--- src/rtl/wtp_pkg.sv ---
package wtp_pkg;

   typedef enum logic [0:0] {
      WTP_IDLE = 1'b0,
      WTP_RUN  = 1'b1
   } wtp_state_e;

   localparam int WTP_LANES = 2;

   typedef logic [WTP_LANES-1:0] wtp_lane_mask_t;

   localparam wtp_lane_mask_t WTP_MASK_FULL = 2'b11;
   localparam wtp_lane_mask_t WTP_MASK_LOW  = 2'b01;

endpackage

--- src/rtl/wtp_remaining.sv ---
module wtp_remaining #(
   parameter int CNT_W = 16
) (
   input  logic             clk,
   input  logic             rst_n,
   input  logic             load_i,
   input  logic [CNT_W-1:0] load_val_i,
   input  logic             dec_i,
   output logic [CNT_W-1:0] rem_o,
   output logic             last_o,
   output logic             empty_o
);

   localparam logic [CNT_W-1:0] ONE = {{(CNT_W-1){1'b0}}, 1'b1};

   logic [CNT_W-1:0] rem_q;

   always_ff @(posedge clk or negedge rst_n) begin
      if (!rst_n) begin
         rem_q <= '0;
      end else if (load_i) begin
         rem_q <= load_val_i;
      end else if (dec_i && (rem_q != '0)) begin
         rem_q <= rem_q - ONE;
      end
   end

   assign rem_o   = rem_q;
   assign last_o  = (rem_q == ONE);
   assign empty_o = (rem_q == '0);

endmodule

--- src/rtl/wtp_residue.sv ---
module wtp_residue #(
   parameter int BYTE_W = 8
) (
   input  logic              clk,
   input  logic              rst_n,
   input  logic              capture_i,
   input  logic [BYTE_W-1:0] cap_byte_i,
   input  logic              release_i,
   output logic              held_o,
   output logic [BYTE_W-1:0] byte_o
);

   logic              held_q;
   logic [BYTE_W-1:0] byte_q;

   always_ff @(posedge clk or negedge rst_n) begin
      if (!rst_n) begin
         held_q <= 1'b0;
         byte_q <= '0;
      end else begin
         if (capture_i) begin
            held_q <= 1'b1;
            byte_q <= cap_byte_i;
         end else if (release_i) begin
            held_q <= 1'b0;
            byte_q <= '0;
         end
      end
   end

   assign held_o = held_q;
   assign byte_o = byte_q;

endmodule

--- src/rtl/wtp_assemble.sv ---
module wtp_assemble
   import wtp_pkg::*;
#(
   parameter int BYTE_W = 8
) (
   input  logic                        clk,
   input  logic                        rst_n,
   input  logic                        seed_i,
   input  logic [BYTE_W-1:0]           seed_byte_i,
   input  logic                        take_i,
   input  logic [BYTE_W-1:0]           take_byte_i,
   input  logic                        take_last_i,
   input  logic                        chain_i,
   input  logic                        bus_ready_i,
   output logic                        slot_busy_o,
   output logic                        word_full_o,
   output logic [WTP_LANES*BYTE_W-1:0] word_o,
   output wtp_lane_mask_t              lanes_o,
   output logic                        park_o,
   output logic                        res_sent_o
);

   logic [BYTE_W-1:0] slot_q;
   logic              slot_vld_q;
   logic              slot_res_q;
   logic [BYTE_W-1:0] lane_q [WTP_LANES];
   wtp_lane_mask_t    mask_q;
   logic              full_q;
   logic              has_res_q;

   logic pair_now;
   logic tail_send;
   logic tail_keep;
   logic fill_slot;
   logic drain;

   assign drain     = full_q && bus_ready_i;
   assign pair_now  = take_i && slot_vld_q;
   assign tail_keep = take_i && !slot_vld_q && take_last_i && chain_i;
   assign tail_send = take_i && !slot_vld_q && take_last_i && !chain_i;
   assign fill_slot = take_i && !slot_vld_q && !take_last_i;

   always_ff @(posedge clk or negedge rst_n) begin
      if (!rst_n) begin
         slot_q     <= '0;
         slot_vld_q <= 1'b0;
         slot_res_q <= 1'b0;
      end else if (seed_i) begin
         slot_q     <= seed_byte_i;
         slot_vld_q <= 1'b1;
         slot_res_q <= 1'b1;
      end else if (pair_now) begin
         slot_vld_q <= 1'b0;
         slot_res_q <= 1'b0;
      end else if (fill_slot) begin
         slot_q     <= take_byte_i;
         slot_vld_q <= 1'b1;
         slot_res_q <= 1'b0;
      end
   end

   always_ff @(posedge clk or negedge rst_n) begin
      if (!rst_n) begin
         full_q    <= 1'b0;
         mask_q    <= '0;
         has_res_q <= 1'b0;
         for (int i = 0; i < WTP_LANES; i++) begin
            lane_q[i] <= '0;
         end
      end else if (pair_now) begin
         full_q    <= 1'b1;
         mask_q    <= WTP_MASK_FULL;
         has_res_q <= slot_res_q;
         lane_q[0] <= slot_q;
         lane_q[1] <= take_byte_i;
      end else if (tail_send) begin
         full_q    <= 1'b1;
         mask_q    <= WTP_MASK_LOW;
         has_res_q <= 1'b0;
         lane_q[0] <= take_byte_i;
         lane_q[1] <= '0;
      end else if (drain) begin
         full_q    <= 1'b0;
         has_res_q <= 1'b0;
      end
   end

   for (genvar g = 0; g < WTP_LANES; g++) begin : g_lane
      assign word_o[g*BYTE_W +: BYTE_W] = full_q ? lane_q[g] : '0;
   end

   assign lanes_o     = full_q ? mask_q : '0;
   assign word_full_o = full_q;
   assign slot_busy_o = slot_vld_q;
   assign park_o      = tail_keep;
   assign res_sent_o  = drain && has_res_q;

endmodule

--- src/rtl/wide_tx_packer.sv ---
module wide_tx_packer
   import wtp_pkg::*;
#(
   parameter int BYTE_W = 8,
   parameter int CNT_W  = 16
) (
   input  logic                        clk,
   input  logic                        rst_n,
   input  logic                        cmd_start,
   input  logic [CNT_W-1:0]            cmd_count,
   input  logic                        cmd_chain,
   input  logic [BYTE_W-1:0]           mem_data,
   input  logic                        mem_valid,
   output logic                        mem_ready,
   output logic [WTP_LANES*BYTE_W-1:0] bus_data,
   output logic [WTP_LANES-1:0]        bus_lane_vld,
   output logic                        bus_valid,
   input  logic                        bus_ready,
   output logic                        cmd_done,
   output logic                        res_held
);

   if (BYTE_W < 1) begin : g_bad_byte_w
      $error("wide_tx_packer: BYTE_W must be at least 1");
   end
   if (CNT_W < 1) begin : g_bad_cnt_w
      $error("wide_tx_packer: CNT_W must be at least 1");
   end

   wtp_state_e state_q;
   logic       chain_q;

   logic             start_ok;
   logic             take;
   logic             seed;
   logic [CNT_W-1:0] rem;
   logic             rem_last;
   logic             rem_empty;
   logic             slot_busy;
   logic             word_full;
   logic             park;
   logic             res_sent;
   logic [BYTE_W-1:0] res_byte;
   wtp_lane_mask_t   lanes;

   assign start_ok = (state_q == WTP_IDLE) && cmd_start;
   assign seed     = start_ok && res_held && (cmd_count != '0);
   assign mem_ready = (state_q == WTP_RUN) && !rem_empty && !word_full;
   assign take      = mem_valid && mem_ready;
   assign cmd_done  = (state_q == WTP_RUN) && rem_empty && !slot_busy && !word_full;

   always_ff @(posedge clk or negedge rst_n) begin
      if (!rst_n) begin
         state_q <= WTP_IDLE;
         chain_q <= 1'b0;
      end else begin
         case (state_q)
            WTP_IDLE: begin
               if (cmd_start) begin
                  state_q <= WTP_RUN;
                  chain_q <= cmd_chain;
               end
            end
            WTP_RUN: begin
               if (cmd_done) begin
                  state_q <= WTP_IDLE;
               end
            end
            default: state_q <= WTP_IDLE;
         endcase
      end
   end

   wtp_remaining #(
      .CNT_W(CNT_W)
   ) u_rem (
      .clk        (clk),
      .rst_n      (rst_n),
      .load_i     (start_ok),
      .load_val_i (cmd_count),
      .dec_i      (take),
      .rem_o      (rem),
      .last_o     (rem_last),
      .empty_o    (rem_empty)
   );

   wtp_residue #(
      .BYTE_W(BYTE_W)
   ) u_res (
      .clk        (clk),
      .rst_n      (rst_n),
      .capture_i  (park),
      .cap_byte_i (mem_data),
      .release_i  (res_sent),
      .held_o     (res_held),
      .byte_o     (res_byte)
   );

   wtp_assemble #(
      .BYTE_W(BYTE_W)
   ) u_asm (
      .clk         (clk),
      .rst_n       (rst_n),
      .seed_i      (seed),
      .seed_byte_i (res_byte),
      .take_i      (take),
      .take_byte_i (mem_data),
      .take_last_i (rem_last),
      .chain_i     (chain_q),
      .bus_ready_i (bus_ready),
      .slot_busy_o (slot_busy),
      .word_full_o (word_full),
      .word_o      (bus_data),
      .lanes_o     (lanes),
      .park_o      (park),
      .res_sent_o  (res_sent)
   );

   assign bus_lane_vld = lanes;
   assign bus_valid    = word_full;

   logic unused_rem;
   assign unused_rem = ^rem;

endmodule

--- config.mk ---
export PLATFORM = sky130hd
export DESIGN_NAME = wide_tx_packer
export DESIGN_NICKNAME = d
export VERILOG_FILES = /design/src/rtl/wtp_pkg.sv /design/src/rtl/wtp_remaining.sv /design/src/rtl/wtp_residue.sv /design/src/rtl/wtp_assemble.sv /design/src/rtl/wide_tx_packer.sv
export SDC_FILE = /design/constraint.sdc
export NUM_CORES = 1
export LEC_CHECK = 0
export BUFFER_PORTS_ARGS = -buffer_cell sky130_fd_sc_hd__buf_4
export CORE_UTILIZATION = 45
export DETAILED_ROUTE_END_ITERATION = 10
export PLACE_DENSITY = 0.76
export SLEW_MARGIN = 30
export SYNTH_ARGS = -nofsm -noshare
export SYNTH_HDL_FRONTEND = slang
export SYNTH_HIERARCHICAL = 1
export SYNTH_SLANG_ARGS = --single-unit
--- constraint.sdc ---
create_clock -name clk -period 3.24 [get_ports clk]
set_input_delay 0.648 -clock clk [delete_from_list [all_inputs] [get_ports clk]]
set_output_delay 0.648 -clock clk [all_outputs]
set_load 0.05 [all_outputs]
; Word level (Yosys, flattened, before mapping)
; Index checks and enable logic that the tools add are counted.
[word_totals]
out_inout_bits = 22
latchBits = 0
ff_bits = 57
mem_bits_ro = 0
n_memories = 0
wordCells = 81
ram_bits = 0
[classes]
mux = 30
shift = 0
bitwise = 1
n_reduce_logical = 34
n_div = 0
eq_ne = 2
multipliers = 0
order_cmp = 0
add_sub_neg = 1
[op_table]
columns = op, count
row1 = $mux 16, 4
row2 = $mux 8, 7
row3 = $reduce_bool 16->1, 2
row4 = $logic_and 1x1->1, 18
row5 = $eq 16x1->1 const B, 1
row6 = $logic_not 16->1, 1
row7 = $sub 16x1->16 const B, 1
row8 = $mux 1, 15
row9 = $reduce_bool 2->1, 4
row10 = $mux 2, 3
row11 = $reduce_bool 3->1, 2
row12 = $logic_not 1->1, 5
row13 = $reduce_and 2->1, 2
row14 = $ne 2x2->1 const B, 1
row15 = $pmux 1 s2, 1
row16 = $not 1->1, 1

; Logic depth before layout (Yosys ltp)
; Gate-level depths: netlist of run 1.
[depth]
depth_word = 10
mapped_depth = 11
ltp_nobuf = 10

; By module
; Netlist of run 1, hierarchy kept.
[modules_own_cells]
columns = mod, area_per_inst_um2, seq_area_each_um2, instances, cells_per_inst
row1 = wtp_assemble, 1471.4, 750.7, 1, 132
row2 = wtp_remaining, 1072.3, 400.4, 1, 118
row3 = wtp_residue, 339.1, 225.2, 1, 21
row4 = wide_tx_packer, 171.4, 50.0, 1, 15

; Worst setup path before layout of run 1
; OpenSTA, ideal clock, no wires.
[synth_path]
path_kind = reg2reg
from = reg u_rem.rem_q[0], in the netlist u_rem/rem_o[0]
to = reg u_asm/lane_q[15] (netlist bit)
setup_time_ns = 0.125
path_stages_with_launch = 12
required_time_ns = 3.115
path_buffers = 2
slack_ns = -0.069
period_less_slack_ns = 3.309
arrival_time_ns = 3.184
cell_sequence = dfrtp_1 > inv_1 > ha_1 > or4b_2 > nor4_4 > nor3b_2 > and2_1 > and2_4 > buf_6 > buf_8 > mux2_4 > mux2_2
[synth_via]
elab_chain_len = 9
[synth_rtl]
columns = element, line
row1 = from (decl), wtp_remaining.sv:16  ; logic [CNT_W-1:0] rem_q;
row2 = from (signal assigned), wtp_remaining.sv:22  ; rem_q <= load_val_i;
row3 = from (signal assigned), wtp_remaining.sv:24  ; rem_q <= rem_q - ONE;
row4 = $logic_not 16->1 *, wtp_remaining.sv:30  ; assign empty_o = (rem_q == '0);
row5 = named net rem_empty, wide_tx_packer.sv:38  ; logic rem_empty;
row6 = $logic_not 1->1 *, wide_tx_packer.sv:48  ; assign mem_ready = (state_q == WTP_RUN) && !rem_empty && !word_full;
row7 = $logic_and 1x1->1 * (2 in a row), wide_tx_packer.sv:48
row8 = named net mem_ready, wide_tx_packer.sv:14  ; output logic mem_ready,
row9 = $logic_and 1x1->1 *, wide_tx_packer.sv:49  ; assign take = mem_valid && mem_ready;
row10 = named net take, wide_tx_packer.sv:34  ; logic take;
row11 = $logic_and 1x1->1 (3 in a row), wtp_assemble.sv:40  ; assign tail_send = take_i && !slot_vld_q && take_last_i && !chain_i;
row12 = $reduce_bool 2->1 (no source line), n/a
row13 = to (decl), wtp_assemble.sv:26  ; logic [BYTE_W-1:0] lane_q [WTP_LANES];
; Mark *: on every way through the listed nets, which the timed path passes. The rest lies on a longest branch.
; A chain may end at the register's enable or synchronous reset.

; Final worst setup path of run 1
[layout_path]
from = reg u_rem.rem_q[0], in the netlist u_rem/rem_o[0]
to = out cmd_done
[layout_via]
elab_chain_len = 4
[layout_rtl]
columns = element, line
row1 = $logic_not 16->1, wtp_remaining.sv:30
row2 = named net rem_empty, wide_tx_packer.sv:38
row3 = $logic_and 1x1->1 (3 in a row), wide_tx_packer.sv:50  ; assign cmd_done = (state_q == WTP_RUN) && rem_empty && !slot_busy && !word_full;
row4 = to (decl), wide_tx_packer.sv:19  ; output logic cmd_done,
; The timed path passes the listed nets, and every way through them passes these cells.

==> qor.txt, run 1 <==
Outcome: complete, but fails checks
Failing checks: DRC
Drt initial violations: 221
Number of I/O port buffers: 51
Root Driver: clkbuf_8
Clk network pwr share: 22.1%
TritonCTS clock tree: built
Yosys cell types: 60
WL/cell: 16.94 um
CP Data Arrival Time: 2.37 ns
Layout cells sized above 1: 35.28%
Mapped Area: 3054 um2
Final WL: 7115 um
H-tree depth: 3
Worst-path maximum fanout: 5
Routability Congestion: 0.9128
Switching share of power: 40.12%
Fin util: 57.01%
Number of buffers created by CTS: 9
Vias in the first global route: 2445
Met2 wire len: 3297 um
Vias per cell: 5.771
Post-Syn Instances: 286
Crit. End Element: output pin
Peak VDD IR: 357.9 uV
Sequential element share of the synthesized area: 46.70%
CP Class: flop to output pin
Total congestion overflow: 0
Core area: 6459 um2
Total negative setup slack: 0 ns
Mean Syn Cell Area: 10.68 um2
Remaining DRCs: 4
Die width: 84.39 um
DRT met1 WL: 3313 um
Yosys warns: 6
Slew Viols, Final: 0
Logic pwr share: 40.8%
RSZ-0062 raised after global routing: no
Ports: 52
Critical Path RT: 2.59 ns
Crit path launch: u_rem/rem_o[0]
Hold WC Path Type: primary input to asynchronous set/reset pin
FF-to-FF End: u_rem/rem_o[11]
Cell count of the worst reg-to-reg path: 10
Synthesized Nets: 318
# diodes: 0
Pleak: 0.001625 uW
Main synth FF type: dfrtp_1
Sequential power share: 37.1%
Normalized max-slew margin: 42.82%
HPWL Detailed: 4853 um
Clk_skew: 0.01139 ns
Switching pwr: 1247 uW
Asr flop ratio synth: 100.0%
Highest metal used: met4
Worst skew pair latency: 0.34 ns
Die ar.: 7121 um2
Worst-margin pin slew: 0.8576 ns
Register bit count reported by yosys: 57
Row Count: 29
Final Net Count: 370
Period minus WS final: 3.018 ns
Flop-to-flop setup slack: 0.32 ns
Initial antenna violation count: 0
Largest net degree at the start of global routing: 58
FMAX: 331.4 MHz
Clock Path Buffers: 2
Pwr/cell area: 844.5 nW/um2
Vias: 2424
Detailed Routing Iterations Pass 1: 7
Syn-to-layout area delta: 20.57%
Critical Path Source Type: flop
Met3 wire len: 398 um
Internal Power: 1862 uW
Worst r2r src: u_rem/rem_o[0]
Worst Setup EP: cmd_done
Initial core utilization: 47.29%
Clock slew at reported path FFs: 0.07 ns
Final-report hold violation count: 0
Max-Cap Viols: 0
Post-DRT Antenna Nets: 0
First-pass GRT wire length: 12220 um
Sink Count: 57
EDFF count, synth: 0
Final setup violation count: 0
Cts repair resizes: 0
Crit share post-route: 93.14%
GRT Overall Usage: 22.13%
Die height: 84.39 um
[how the worst min path moves through the flow]
stage                          from              end  cells after the start
global route                  rst_n   u_rem/rem_o[5]                      1
CTS                           rst_n   u_rem/rem_o[3]                      1
floorplan                     rst_n          chain_q                      0
finish                        rst_n   u_rem/rem_o[5]                      1
detailed placement  u_asm/mask_q[0]  u_asm/mask_q[0]                      1
global placement    u_asm/mask_q[0]  u_asm/mask_q[0]                      1
[placed cells by master, fill, tap and decap left out, types with 2 or more instances in the layout]
| cell | instances |
|---|---|
| nor3_1 | 7 |
| o21a_1 | 2 |
| clkbuf_8 | 11 |
| inv_1 | 7 |
| ha_1 | 2 |
| mux2_2 | 16 |
| dfrtp_1 | 57 |
| and2_4 | 2 |
| o211ai_1 | 3 |
| o21ai_0 | 9 |
| or4_1 | 3 |
| and3_1 | 2 |
| nor2_1 | 12 |
| nor2b_1 | 9 |
| o31ai_1 | 3 |
| nand4_1 | 4 |
| nand2b_1 | 3 |
| a22o_1 | 8 |
| or3_1 | 8 |
| o22a_1 | 3 |
| nand2_1 | 23 |
| or4_2 | 2 |
| and2_1 | 18 |
| nor4_2 | 4 |
| a22o_2 | 8 |
| or3_2 | 2 |
| a31oi_1 | 9 |
| a21oi_1 | 17 |
| buf_4 | 54 |
[per-layer routing]
metal | vias to the layer above | GRT usage, %
li1 | 1164 | -
met1 | 1181 | 32.06
met2 | 68 | 32.86
met3 | 11 | 4.523
met4 | 0 | 8.320
met5 | - | 0
[stage by stage]
| stage | hold slack [ns] | std cells | power (uW) | instance area, um2 | setup WS, ns |
|---|---|---|---|---|---|
| after global routing | 0.4054 | 420 | 3303 | 3682 | 0.1089 |
| after detailed placement | 0.4449 | 404 | 2422 | 3476 | 0.3747 |
| after floorplan | 0.3524 | 286 | 2081 | 3067 | 0.1288 |
| after CTS | 0.3857 | 420 | 3119 | 3682 | 0.07302 |
| final | 0.3490 | 420 | 3110 | 3682 | 0.2222 |
| after global placement | 0.4440 | 404 | 2383 | 3476 | 0.4693 |
[final cells by class]
class | count | area (um2)
clock buffers | 12 | 155.1
fillers | 578 | 2776
multi-input cells | 209 | 1521
inverters | 7 | 26.28
repair buffers | 54 | 405.4
clock inverters | 4 | 51.30
flip-flops and latches | 57 | 1426
well taps | 77 | 96.34
[critical path: stages, from the launching register on]
cell and delay [ns]:
dfrtp_1 0.41, inv_1 0.11, ha_1 0.21, or4b_4 0.54, nor4_4 0.25, and4bb_2 0.30, buf_4 0.20
[Yosys cell counts, types with 2 or more instances]
library cell,number,area share [%]
ha_1,2,0.82
clkbuf_1,6,0.74
a22o_1,8,2.3
a31oi_1,9,1.8
nand2_1,23,2.8
or3_2,2,0.49
a21oi_1,17,2.8
or4_1,3,0.74
and2_1,19,3.9
nor2_1,12,1.5
or4_2,2,0.57
nand2b_1,3,0.61
nor3_1,7,1.1
nor2b_1,9,1.8
buf_6,4,1.5
o21a_1,2,0.49
nand4_1,4,0.82
dfrtp_1,57,47
inv_1,7,0.86
or3_1,8,1.6
o21ai_0,9,1.5
buf_2,2,0.33
o31ai_1,3,0.74
nor4_2,4,1.6
a22o_2,8,2.6
mux2_2,16,5.9
nor3b_2,2,0.82
and3_1,2,0.41
o22a_1,3,0.86
o211ai_1,3,0.74
[what timing repair did]
action | 4_1_cts | 5_1_grt
buffers inserted | 0 | 0
endpoints found under the setup margin | 0 | 1
hold buffers | 0 | 0
[registers in the layout, summed over array words and instances (netlist names)]
register	cells
chain_q	1
state_q	1
u_asm/slot_res_q	1
u_res/held_o	1
u_rem/rem_o	16
u_res/byte_o	8
u_asm/word_full_o	1
u_asm/has_res_q	1
u_asm/slot_q	8
u_asm/mask_q	2
u_asm/slot_busy_o	1
u_asm/lane_q	16
[kinds of logic (layout without fill, tap and decap cells)]
| group | count (synthesis) | count (layout) | synth area share, % |
|---|---|---|---|
| AO/OA/AOI/OAI | 73 | 73 | 17.66 |
| XOR/XNOR | 1 | 1 | 0.2868 |
| adder cells (fa/ha/maj) | 2 | 2 | 0.8192 |
| buffers and inverters | 20 | 77 | 3.892 |
| flip-flops | 57 | 57 | 46.70 |
| multiplexers | 17 | 17 | 6.391 |
| AND/OR/NAND/NOR | 116 | 116 | 24.25 |
[power groups by stage]
| stage | Clock [uW] | Combinational (uW) | Sequential [uW] |
|---|---|---|---|
| after CTS | 697 | 1270 | 1150 |
| after floorplan | 0 | 964 | 1120 |
| after detailed placement | 0 | 1260 | 1160 |
| after global routing | 737 | 1370 | 1190 |
| after global placement | 0 | 1230 | 1150 |
| final | 686 | 1270 | 1150 |
(Power assumes the default switching activity.)
==> run 2: changes to the inputs <==
SETUP_SLACK_MARGIN = 0.4   (was default)
==> run 2 against run 1 <==
- setup slack better by 0.23 ns
- clock power grew 3%
- the flow still finishes with violations (DRC)
- sequential cell count is the same
- core utilization rose by 1.8 points
- fmax increased by 8.1%
- first-iteration DRC count is 28% lower
- combinational power increased by 4%
- die area did not move
==> qor.txt, run 2 (same netlist as run 1, synthesis figures left out) <==
Outcome: complete, but fails checks
Failing checks: DRC
Number of fillers in the final layout: 569
Die height: 84.39 um
Clk_skew: 0.01189 ns
Slew Viols, Final: 0
Final WL: 7222 um
Initial antenna violation count: 0
Clock slew at reported path FFs: 0.07 ns
Placed insts: 405
Layout cells sized above 1: 39.27%
Worst skew pair latency: 0.34 ns
Worst Hold Slack: 0.3540 ns
Detailed Routing Iterations Pass 1: 9
Clock Path Buffers: 2
Worst path slowest cell: or4_4
Core area: 6459 um2
Critical Path Source Type: flop
Die width: 84.39 um
Largest net degree at the start of global routing: 58
Worst stage delay on the critical path: 0.58 ns
Most common cell after layout, fill and taps aside: buf_4
FF-to-FF End: u_asm/lane_q[11]
Drt initial violations: 159
Max-Cap Viols: 0
WL/cell: 16.76 um
Root Driver: clkbuf_8
Flop-to-flop setup slack: 0.55 ns
Row Count: 29
Die ar.: 7121 um2
CP Data Arrival Time: 2.14 ns
Remaining DRCs: 2
# diodes: 0
Power, Total: 3195 uW
Sink Count: 57
Hold WC Path Type: primary input to asynchronous set/reset pin
First-pass GRT wire length: 11860 um
Final Net Count: 381
Crit share post-route: 86.18%
Number of I/O port buffers: 51
Routability Congestion: 0.8702
Cell count of the worst reg-to-reg path: 8
TritonCTS clock tree: built
Crit-path cells: or4_4 > nor4_4 > and4bb_2 > buf_8
Pwr/cell area: 840.9 nW/um2
Pleak: 0.001678 uW
Syn-to-layout area delta: 24.42%
Normalized max-slew margin: 52.85%
Final-report hold violation count: 0
Vias per cell: 5.787
Total congestion overflow: 0
HPWL Detailed: 5007 um
Fin util: 58.83%
Number of buffers created by CTS: 9
Vias in the first global route: 2401
Total negative setup slack: 0 ns
Vias: 2494
Non-filler instance count after layout: 431
RSZ-0062 raised after global routing: yes
Post-DRT Antenna Nets: 0
Period minus WS final: 2.792 ns
GRT Overall Usage: 21.66%
FMAX: 358.1 MHz
Peak VDD IR: 300.5 uV
Worst-margin pin slew: 0.7073 ns
Crit. End Element: output pin
Ports: 52
Worst-path maximum fanout: 3
WP buf/inv: 1
H-tree depth: 3
Initial core utilization: 47.29%
CP Class: flop to output pin
Final setup violation count: 0
Critical Path RT: 2.59 ns
Crit-path leading delay family: simple AND/OR/NAND/NOR gates
Worst r2r src: u_rem/rem_o[14]
Leading cell types in the layout, fill and taps excluded: buf_4, dfrtp_1, nand2_1
run 2: worst max-delay path by stage:
| stage | from | to | slack [ns] | cells after the start |
|---|---|---|---|---|
| after floorplan | u_rem/rem_o[0] | u_asm/lane_q[15] | 0.22 | 11 |
| after global placement | u_rem/rem_o[0] | cmd_done | 0.39 | 6 |
| after detailed placement | u_rem/rem_o[0] | u_asm/lane_q[15] | 0.34 | 9 |
| after CTS | u_rem/rem_o[1] | cmd_done | 0.42 | 6 |
| after global routing | u_rem/rem_o[0] | cmd_done | 0.40 | 6 |
| final | u_rem/rem_o[14] | cmd_done | 0.45 | 4 |
run 2: per-layer routing:
layer / vias up / wire length [um] / track usage [%]
li1: 1188 / - / -
met1: 1215 / 3374 / 30.98
met5: - / 0 / 0
met3: 9 / 541 / 5.703
met4: 0 / 114 / 8.475
met2: 82 / 3192 / 31.52
run 2: layout make-up:
type | instances | area, um2 | area share (%)
Multi-Input combinational cell | 209 | 1538 | 40.47
Sequential cell | 57 | 1429 | 37.60
Timing Repair Buffer | 65 | 495.5 | 13.04
Clock buffer | 12 | 165.2 | 4.346
Tap cell | 77 | 96.34 | 2.535
Clock inverter | 4 | 50.05 | 1.317
Inverter | 7 | 26.28 | 0.6915
run 2: timing repair:
action / 4_1_cts / 5_1_grt
gates cloned: 0 / 0
pin swaps: 2 / 3
hold buffers: 0 / 0
endpoints found under the setup margin: 10 / 6
setup buffers: 2 / 8
gates resized for setup: 2 / 3
run 2: report_power, final:
part / internal (uW) / switching [uW]
logic: 562 / 760
registers: 954 / 214
clock network: 416 / 289
total: 1930 / 1260
run 2: through the flow:
step / setup slack, ns / cell area, um2
floorplan: 0.2248 / 3079
global placement: 0.3938 / 3496
finish: 0.4477 / 3800
CTS: 0.4162 / 3734
global route: 0.4007 / 3800
detailed placement: 0.3360 / 3496
==> run 3: changes to the inputs <==
CORE_UTILIZATION = 51   (was 45)
PLACE_DENSITY = 0.83   (was 0.76)
==> run 3 against run 2 <==
- the flow now finishes without violations
- sequential power is essentially flat
- sequential cell count stayed put
- core utilization rose by 7.4 points
- setup slack worse by 0.014 ns
- sequential share of layout area rose by 0.62 points
- routed wire length is 1.1% higher
- combinational power barely moved
- register-to-register slack worse by 0.05 ns
- critical path type unchanged
- highest routed layer unchanged
==> qor.txt, run 3 (same netlist as run 1, synthesis figures left out) <==
Outcome: completed
Period minus WS final: 2.807 ns
Root Driver: clkbuf_8
Normalized max-slew margin: 44.81%
Max-Cap Viols: 0
Final Net Count: 376
H-tree depth: 3
Total negative setup slack: 0 ns
Peak VDD IR: 520.2 uV
Hold WC Path Type: primary input to asynchronous set/reset pin
Power, Total: 3145 uW
Sink Count: 57
Leading cell types in the layout, fill and taps excluded: buf_4, dfrtp_1, nand2_1
HPWL Detailed: 4941 um
Final setup violation count: 0
Post-DRT Antenna Nets: 0
Non-filler instance count after layout: 421
First-pass GRT wire length: 11540 um
Pwr/cell area: 841.1 nW/um2
Worst-path maximum fanout: 5
Design Area, Final: 3739 um2
CP Class: flop to output pin
Vias: 2538
Die height: 79.39 um
Clock Path Buffers: 2
Remaining DRCs: 0
Area of placed instances: 3467 um2
Most common cell after layout, fill and taps aside: buf_4
Detailed Routing Iterations Pass 1: 5
Crit. End Element: output pin
# diodes: 0
Row Count: 27
Clock slew at reported path FFs: 0.07 ns
Initial antenna violation count: 0
Worst-margin pin slew: 0.8278 ns
Vias in the first global route: 2317
Worst Hold Slack: 0.3573 ns
Vias per cell: 6.029
Drt initial violations: 265
Slew Viols, Final: 0
GRT Overall Usage: 24.39%
Die ar.: 6302 um2
Pleak: 0.001641 uW
Number of buffers created by CTS: 9
Clk_skew: 0.009398 ns
Core area: 5642 um2
Critical Path Source Type: flop
WL/cell: 17.35 um
Initial core utilization: 54.14%
Crit share post-route: 86.62%
CP Data Arrival Time: 2.16 ns
TritonCTS clock tree: built
FMAX: 356.3 MHz
Largest net degree at the start of global routing: 58
Cell count of the worst reg-to-reg path: 12
Die width: 79.39 um
Layout cells sized above 1: 38.68%
Flop-to-flop setup slack: 0.50 ns
Final WL: 7304 um
Total congestion overflow: 0
FF-to-FF End: u_rem/rem_o[13]
RSZ-0062 raised after global routing: no
Worst skew pair latency: 0.34 ns
Placed insts: 397
Critical Path RT: 2.59 ns
Number of I/O port buffers: 51
Ports: 52
Routability Congestion: 0.8129
Syn-to-layout area delta: 22.41%
Final-report hold violation count: 0
Worst r2r src: u_rem/rem_o[1]
==> run 3: report_power, final <==
| part | leakage, uW | total [uW] | internal (uW) | switching (uW) |
|---|---|---|---|---|
| clock network | 0.0000912 | 650 | 353 | 297 |
| logic | 0.000852 | 1300 | 551 | 744 |
| registers | 0.000698 | 1200 | 953 | 246 |
==> run 3: routing by layer <==
metal	track usage, %	vias to the layer above	wire length, um
met3	4.229	21	467
met2	34.05	116	3303
met5	0	-	0
li1	-	1176	-
met4	12.18	0	214
met1	36.19	1225	3319
==> run 3: critical path: stages (launching register included) <==
cell,delay (ns)
dfrtp_2,0.44
or4_4,0.60
nor4_4,0.32
and4bb_2,0.30
buf_6,0.16
==> run 3: repair_timing <==
item	4_1_cts	5_1_grt
buffers inserted	3	5
hold buffers	0	0
cloned	0	0
endpoints found under the setup margin	11	4
pin swaps	2	4
resized for setup	2	3
==> run 3: cell type report <==
cell class,instances,area (um2)
clock buffers,9,123.9
well taps,72,90.09
fillers,413,1903
clock inverters,7,71.32
inverters,7,26.28
repair buffers,60,454.2
multi-input cells,209,1544
flip-flops and latches,57,1429
==> run 3: how the worst max path moves through the flow <==
stage / endpoint / slack (ns) / from / cells past startpoint
after floorplan: u_asm/lane_q[15] / 0.22 / u_rem/rem_o[0] / 11
after global placement: cmd_done / 0.39 / u_rem/rem_o[0] / 6
after detailed placement: u_asm/lane_q[15] / 0.34 / u_rem/rem_o[0] / 9
after CTS: cmd_done / 0.40 / u_rem/rem_o[1] / 6
after global routing: cmd_done / 0.39 / u_rem/rem_o[8] / 4
final: cmd_done / 0.43 / u_rem/rem_o[8] / 4
==> run 3: stage by stage <==
| step | util (%) | setup slack, ns |
|---|---|---|
| 3_5_place_dp | 61.45 | 0.3415 |
| 3_3_place_gp | 61.45 | 0.3859 |
| 6_report | 66.27 | 0.4335 |
| 5_1_grt | 66.27 | 0.3930 |
| 2_1_floorplan | - | 0.2248 |
| 4_1_cts | 65.45 | 0.4025 |
